### src/rtl/sg_chain_walker.sv
module sg_chain_walker #(
  parameter int AW   = 32,
  parameter int CW   = 16,
  parameter int CHAN = 0
) (
  input  logic          clk,
  input  logic          rst_n,
  input  logic          cmd_we,
  input  logic [31:0]   cmd_wdata,
  input  logic          head_we,
  input  logic [AW-1:0] head_wdata,
  output logic [AW-1:0] head_addr,
  output logic          sg_active,
  output logic          mem_req,
  output logic [AW-1:0] mem_addr,
  input  logic          mem_rvalid,
  input  logic [31:0]   mem_rdata,
  output logic          xfer_go,
  output logic [31:0]   xfer_ctrl,
  output logic [AW-1:0] xfer_src,
  output logic [AW-1:0] xfer_dst,
  output logic [CW-1:0] xfer_count,
  input  logic          eng_done,
  input  logic          eng_eot,
  input  logic          eng_err,
  output logic          irq
);
  localparam int START_BIT = 31 - CHAN;
  localparam int MASK_BIT  = 15 - CHAN;
  localparam int LINK_BIT  = 31;
  localparam int TC_EN     = 29;
  localparam int EOT_EN    = 28;
  localparam int ERR_EN    = 27;
  localparam int NWORDS    = 5;
  localparam int IW        = $clog2(NWORDS);
  localparam int WBYTES    = 4;

  typedef enum logic [1:0] {S_IDLE, S_FETCH, S_RUN} state_t;

  state_t        state;
  logic [IW-1:0] widx;
  logic [AW-1:0] head_q, src_q, dst_q, next_q;
  logic [31:0]   ctrl_q, cc_q;
  logic          go_q, irq_q;

  wire start_wr = cmd_we && cmd_wdata[MASK_BIT] &&  cmd_wdata[START_BIT];
  wire stop_wr  = cmd_we && cmd_wdata[MASK_BIT] && !cmd_wdata[START_BIT];
  wire accept   = mem_req && mem_rvalid;
  wire last_wd  = (widx == IW'(NWORDS - 1));
  wire unused_bits = ^{cmd_wdata, cc_q, mem_rdata};

  assign sg_active  = (state != S_IDLE);
  assign mem_req    = (state == S_FETCH);
  assign mem_addr   = head_q + AW'(widx) * AW'(WBYTES);
  assign head_addr  = head_q;
  assign xfer_go    = go_q;
  assign xfer_ctrl  = ctrl_q;
  assign xfer_src   = src_q;
  assign xfer_dst   = dst_q;
  assign xfer_count = cc_q[CW-1:0];
  assign irq        = irq_q;

  always_ff @(posedge clk) begin
    if (!rst_n) begin
      state  <= S_IDLE;
      widx   <= '0;
      head_q <= '0;
      src_q  <= '0;
      dst_q  <= '0;
      next_q <= '0;
      ctrl_q <= '0;
      cc_q   <= '0;
      go_q   <= 1'b0;
      irq_q  <= 1'b0;
    end else begin
      go_q  <= 1'b0;
      irq_q <= 1'b0;
      if (head_we && state == S_IDLE) head_q <= head_wdata;
      unique case (state)
        S_IDLE: begin
          widx <= '0;
          if (start_wr) state <= S_FETCH;
        end
        S_FETCH: begin
          if (stop_wr) begin
            state <= S_IDLE;
          end else if (accept) begin
            unique case (widx)
              IW'(0): ctrl_q <= mem_rdata;
              IW'(1): src_q  <= mem_rdata[AW-1:0];
              IW'(2): dst_q  <= mem_rdata[AW-1:0];
              IW'(3): cc_q   <= mem_rdata;
              default: next_q <= mem_rdata[AW-1:0];
            endcase
            if (last_wd) begin
              state <= S_RUN;
              go_q  <= 1'b1;
            end else begin
              widx <= widx + 1'b1;
            end
          end
        end
        S_RUN: begin
          if (stop_wr) begin
            state <= S_IDLE;
          end else if (eng_err) begin
            irq_q <= cc_q[ERR_EN];
            state <= S_IDLE;
          end else if (eng_eot || eng_done) begin
            irq_q <= eng_eot ? cc_q[EOT_EN] : cc_q[TC_EN];
            if (cc_q[LINK_BIT]) begin
              head_q <= next_q;
              widx   <= '0;
              state  <= S_FETCH;
            end else begin
              state <= S_IDLE;
            end
          end
        end
        default: state <= S_IDLE;
      endcase
    end
  end
endmodule

### config.mk
export PLATFORM = sky130hd
export DESIGN_NAME = sg_chain_walker
export DESIGN_NICKNAME = d
export VERILOG_FILES = /design/src/rtl/sg_chain_walker.sv
export SDC_FILE = /design/constraint.sdc
export NUM_CORES = 1
export LEC_CHECK = 0
export ABC_CLOCK_PERIOD_IN_PS = 3400
export CORE_UTILIZATION = 48
export DETAILED_ROUTE_END_ITERATION = 16
export GPL_TIMING_DRIVEN = 0
export PLACE_DENSITY_LB_ADDON = 0.08
export SLEW_MARGIN = 20
export SYNTH_ARGS = -nofsm -noshare
export SYNTH_HDL_FRONTEND = slang
export SYNTH_SLANG_ARGS = --single-unit
### constraint.sdc
create_clock -name clk -period 3.4 [get_ports clk]
set_input_delay 0.51 -clock clk [delete_from_list [all_inputs] [get_ports clk]]
set_output_delay 0.51 -clock clk [all_outputs]
set_load 0.01 [all_outputs]
### Yosys cells after proc, flatten, opt, wreduce, memory -nomap -nowiden

Cells that the tools add are included.
W data, S select, Z words.

| word-level totals | value |
|---|---|
| output and inout port bits | 180 |
| flip-flop bits (word level) | 199 |
| input port bits | 104 |
| logic and storage cells | 83 |

| operators by class | value |
|---|---|
| eq/ne operators | 17 |
| add/sub/neg operators | 2 |
| muxes and demuxes | 27 |
| bitwise logic cells | 6 |
| reduce and logical (&&, ||, !) cells | 21 |

Operators with widths:

| operator | count |
|---|---|
| $mux W32 | 6 |
| $add A32 B5 Y32 | 1 |
| $reduce_and A4 Y1 | 6 |
| $mux W3 | 7 |
| $mux W2 | 7 |
| $ne A2 B2 Y1 const B | 7 |
| $pmux W3 S3 | 1 |
| $reduce_and A8 Y1 | 1 |
| $reduce_or A4 Y1 | 2 |
| $eq A3 B2 Y1 const B | 2 |
| $ne A3 B1 Y1 const B | 2 |
| $not A1 Y1 | 6 |
| $pmux W2 S3 | 1 |
| $logic_and A1 B1 Y1 | 5 |
| $mux W1 | 5 |
| $ne A4 B4 Y1 const B | 1 |
| $add A3 B1 Y3 const B | 1 |
| $eq A3 B1 Y1 const B | 1 |
| $eq A3 B3 Y1 const B | 1 |
| $logic_not A3 Y1 | 1 |
| $reduce_bool A3 Y1 | 1 |
| $reduce_or A3 Y1 | 1 |
| $eq A2 B1 Y1 const B | 1 |
| $eq A2 B2 Y1 const B | 1 |
| 5 further kinds | 5 |

### Logic depth before layout (Yosys ltp)

| depth | value |
|---|---|
| depth in word-level cells | 8 |
| gate-level depth with buffers | 8 |
| depth with buffers taken out | 7 |

### Worst setup path before layout

Ideal clock, no wire load.

| timing path | value |
|---|---|
| kind | register -> output |
| start | reg widx[0] |
| end | out mem_addr[30] |
| buffers on the path | 0 |
| required time | 2.890 ns |
| setup slack | 0.838 ns |
| data arrival time | 2.052 ns |
| stages on the path, launching flop included | 8 |
| path through | dfxtp_1 ha_1 inv_1 fa_1 nand2b_1 a211oi_2 nand4_1 xnor2_1 |

| on the way | value |
|---|---|
| cells in the longest elaborated chain, start to end | 1 |

Ends and longest elaborated chain:

| element | RTL line | RTL |
|---|---|---|
| start, declared | 41 | `logic [IW-1:0] widx;` |
| start signal, assigned | 99 | `widx <= widx + 1'b1;` |
| $add A32 B5 Y32 | 54 | `assign mem_addr = head_q + AW'(widx) * AW'(WBYTES);` |
| end, declared | 15 | `output logic [AW-1:0] mem_addr,` |

Every way passes these cells.

### Worst setup path after layout

| timing path | value |
|---|---|
| start | reg head_q[3] (netlist: head_addr[3]) |
| end | out mem_addr[17] |

| on the way | value |
|---|---|
| cells in the longest elaborated chain, start to end | 1 |

Ends and longest elaborated chain:

| element | RTL line | RTL |
|---|---|---|
| start, declared | 42 | `logic [AW-1:0] head_q, src_q, dst_q, next_q;` |
| start signal, assigned | 78 | `if (head_we && state == S_IDLE) head_q <= head_wdata;` |
| start signal, assigned | 112 | `head_q <= next_q;` |
| $add A32 B5 Y32 | 54 |  |

Every way passes these cells.

==> impl_metrics.env <==
export IMPL_run_status="complete, no violations"
export IMPL_vias_per_cell=5.12
export IMPL_top_layer_used="met4"
export IMPL_slowest_delay_ns=0.55
export IMPL_cts_max_path_bufs=2
export IMPL_wire_per_inst_um=16.4
export IMPL_vias=7537
export IMPL_n_fill_cell=1372
export IMPL_worstReg2RegStart="widx[2]$_SDFFE_PN0P_"
export IMPL_grt_pass1_wl_um=36900
export IMPL_floorplan_die_area_sq_um=16900
export IMPL_critical_path_cell_chain="ha_1, a21o_1, a21oi_2, buf_2, nor4_1, xor2_1, clkdlybuf4s50_1"
export IMPL_dr_wl_met2_um=11200
export IMPL_worstSetupPathType="flop to output port"
export IMPL_timing_hold_violations_final=0
export IMPL_pin_count_of_the_biggest_net_entering_global_routing=17
export IMPL_max_cap_violations=0
export IMPL_yosys_warnings=0
export IMPL_synthDistinctLibCells=47
export IMPL_numPlacedInstances=1438
export IMPL_slew_limit_headroom_pct=55.5
export IMPL_synth_seq_cells=187
export IMPL_drtAntennaViolNets=0
export IMPL_die_y_um=130
export IMPL_met3_wirelength_um=2280
export IMPL_layout_worst_path_cycle_share_pct=95.4
export IMPL_vias_in_the_first_global_route=7056
export IMPL_worstRegToRegCells=7
export IMPL_synth_area_sq_um=7840
export IMPL_synthesis_to_finish_area_growth_pct=43.5
export IMPL_number_of_antenna_violations_at_the_first_check_in_global_routing=0
export IMPL_timing_rr_end="cc_q[31]$_SDFFE_PN0P_"
export IMPL_worst_r2r_setup_slack_ns=1.47
export IMPL_cts_root_buf="sky130_fd_sc_hd__clkbuf_16"
export IMPL_die_w_um=130
export IMPL_numClockSinks=187
export IMPL_route_layer_met1_wl_um=10300
export IMPL_post_synth_inst_count=969
export IMPL_design_final_nets=1355
export IMPL_pre_cts_ws_ns=-0.112
export IMPL_layout_drive_gt1_share_pct=7.73
export IMPL_cts_buffers_inserted=17
export IMPL_finalMaxSlewViolations=0
export IMPL_multiInputGateArea_sq_um=3640
export IMPL_wl_um=24100
export IMPL_worst_path_stages=7
export IMPL_seq_area_frac_synth_pct=47.7
export IMPL_hold_slack_ns=0.453
export IMPL_hold_buffers=0
export IMPL_postSynth_asyncResetShare_pct=0
export IMPL_syn_num_nets=1082
export IMPL_power_density_nw_per_um2=404
export IMPL_worst_setup_start_kind="flop"
export IMPL_power_leakage_uw=0.00421
export IMPL_critical_path_endpoint_type="output port"
export IMPL_firstDrtPassIters=5
export IMPL_post_synth_cell_area_avg_sq_um=8.09
export IMPL_dpl_hpwl_um=18500
export IMPL_finalNonFillerCells=1471
export IMPL_critPathSlowestCell="sky130_fd_sc_hd__clkdlybuf4s50_1"
export IMPL_crit_arrival_ns=2.73
export IMPL_clock_tree_from_tritoncts="yes"
export IMPL_power_uw=4550
export IMPL_grt_total_usage_pct=28.9
export IMPL_crit_start="head_addr[3]$_SDFF_PN0_"
export IMPL_synth_enable_flop_cells=0
export IMPL_critical_path_top_delay_family="buffers and inverters"
export IMPL_placeableCoreArea_sq_um=15900
export IMPL_worst_skew_pair_late_latency_ns=0.43
export IMPL_gp_congestion=0.861
export IMPL_timing_worst_slew_pin_value_ns=0.667
export IMPL_cp_endpoint="mem_addr[17]"
export IMPL_placement_io_buffers=253
export IMPL_num_io_pins=284
export IMPL_post_route_worst_setup_slack_ns=0.157
export IMPL_timing_critical_path_fanout_max=10
export IMPL_floorplan_rows=46
export IMPL_tns_ns=0
export IMPL_seqCellArea_sq_um=3750
export IMPL_fmax_mhz=308
export IMPL_dr_first_iter_drc_count=369
export IMPL_worst_setup_hold_path_clk_slew_ns=0.07
export IMPL_grt_overflow_total=0
export IMPL_holdCritPathClass="flop to flop"
export IMPL_start_util_pct=49.2
export IMPL_antenna_cells=0
export IMPL_cts_h_tree_depth=4
export IMPL_fin_worst_skew_ns=0.00730
export IMPL_postSynth_topFlopCell="sky130_fd_sc_hd__dfxtp_1"
export IMPL_period_needed_ns=3.24
export IMPL_rsz0062_at_grt="no"
export IMPL_setup_violations_final=0
export IMPL_required_ns=2.89
export IMPL_cp_num_buf_inv=2
export IMPL_drcViolationCount=0
export IMPL_worst_supply_voltage_drop_on_vdd_uv=323
through the flow:
step	cell area [sq um]	utilization [%]
detailed placement	10600	66.8
global placement	10600	66.8
finish	11300	70.6
CTS	11200	70.5
global route	11300	70.6
floorplan	7840	-
sequential cells by signal, indices dropped and copies added (netlist names), 2 cells and up:
name / count
next_q: 32
state: 2
widx: 3
xfer_ctrl: 32
cc_q: 20
xfer_src: 32
xfer_dst: 32
head_addr: 32
metal layers:
layer,vias to the layer above,track usage [%]
met1,3452,36.0
met4,0,8.69
met3,31,9.51
met2,287,47.4
li1,3767,-
met5,-,0
kinds of logic (layout without fill, tap and decap cells):
group,Yosys count,in the layout,synth area share (%)
fa+ha+maj,9,9,1.53
compound gates,201,201,14.6
mux,30,30,3.83
xor+xnor,28,28,3.13
buf+inv,97,383,6.09
flops,187,187,47.7
simple gates,417,417,23.1
report_power, final:
group          total [uW]  switching (uW)  leakage, uW  internal (uW)
Sequential           2270            42.3      0.00151           2220
Combinational         449             213      0.00244            236
Clock                1840             860     0.000251            977
how the worst min path moves through the flow:
stage | start | endpoint | slack [ns] | cells after the start
6_report | xfer_dst[1]$_SDFFE_PN0P_ | xfer_dst[1]$_SDFFE_PN0P_ | 0.45 | 2
5_1_grt | xfer_src[1]$_SDFFE_PN0P_ | xfer_src[1]$_SDFFE_PN0P_ | 0.47 | 2
4_1_cts | xfer_ctrl[25]$_SDFFE_PN0P_ | xfer_ctrl[25]$_SDFFE_PN0P_ | 0.46 | 2
3_5_place_dp | xfer_ctrl[25]$_SDFFE_PN0P_ | xfer_ctrl[25]$_SDFFE_PN0P_ | 0.45 | 2
3_3_place_gp | xfer_ctrl[4]$_SDFFE_PN0P_ | xfer_ctrl[4]$_SDFFE_PN0P_ | 0.44 | 2
2_1_floorplan | cc_q[31]$_SDFFE_PN0P_ | cc_q[31]$_SDFFE_PN0P_ | 0.43 | 2
placed cells by master, fill, tap and decap left out, types with 17 or more instances in the layout:
cell and instances:
sky130_fd_sc_hd__clkbuf_16 17, sky130_fd_sc_hd__a21oi_1 154, sky130_fd_sc_hd__buf_2 28, sky130_fd_sc_hd__mux2i_1 30
sky130_fd_sc_hd__clkbuf_1 36, sky130_fd_sc_hd__nor2_1 42, sky130_fd_sc_hd__buf_4 21, sky130_fd_sc_hd__clkdlybuf4s50_1 243
sky130_fd_sc_hd__a211oi_1 32, sky130_fd_sc_hd__dfxtp_1 185, sky130_fd_sc_hd__nand2_1 315
worst min-delay path, stage by stage (launching register included):
cell and delay, ns:
sky130_fd_sc_hd__dfxtp_1 0.31, sky130_fd_sc_hd__nand2_1 0.05, sky130_fd_sc_hd__a21oi_1 0.05
cells in the mapped netlist (all sizes together), types with 3 or more instances:
cell       n  area [sq um]
a211oi    33           253
a21oi    155           776
and4       5          43.8
buf       49           298
clkbuf    35           131
dfxtp    187          3740
ha         8           100
inv       13          48.8
mux2i     30           300
nand2    315          1180
nand3     10          55.1
nand3b     3          22.5
nand4     12          75.1
nor2      42           158
nor2b      3          18.8
nor3       5          25.0
nor4       5          61.3
nor4b      3          53.8
o2111ai    3          32.5
xnor2     14           123
xor2      14           123
area by class of cell:
cell class / instances / share of cell area [%]
Tap cell: 216 / 2.40
Clock inverter: 12 / 0.800
Clock buffer: 20 / 4.06
Sequential cell: 187 / 33.3
Multi-Input combinational cell: 685 / 32.3
Timing Repair Buffer: 254 / 22.9
Inverter: 13 / 0.433
Buffer: 84 / 3.81
repair_timing:
action,in CTS,in global routing
endpoints found under the setup margin,11,9
resized for setup,6,10
setup buffers,1,0
pin swaps,1,0
No activity file was read; power rests on OpenSTA's default activity.
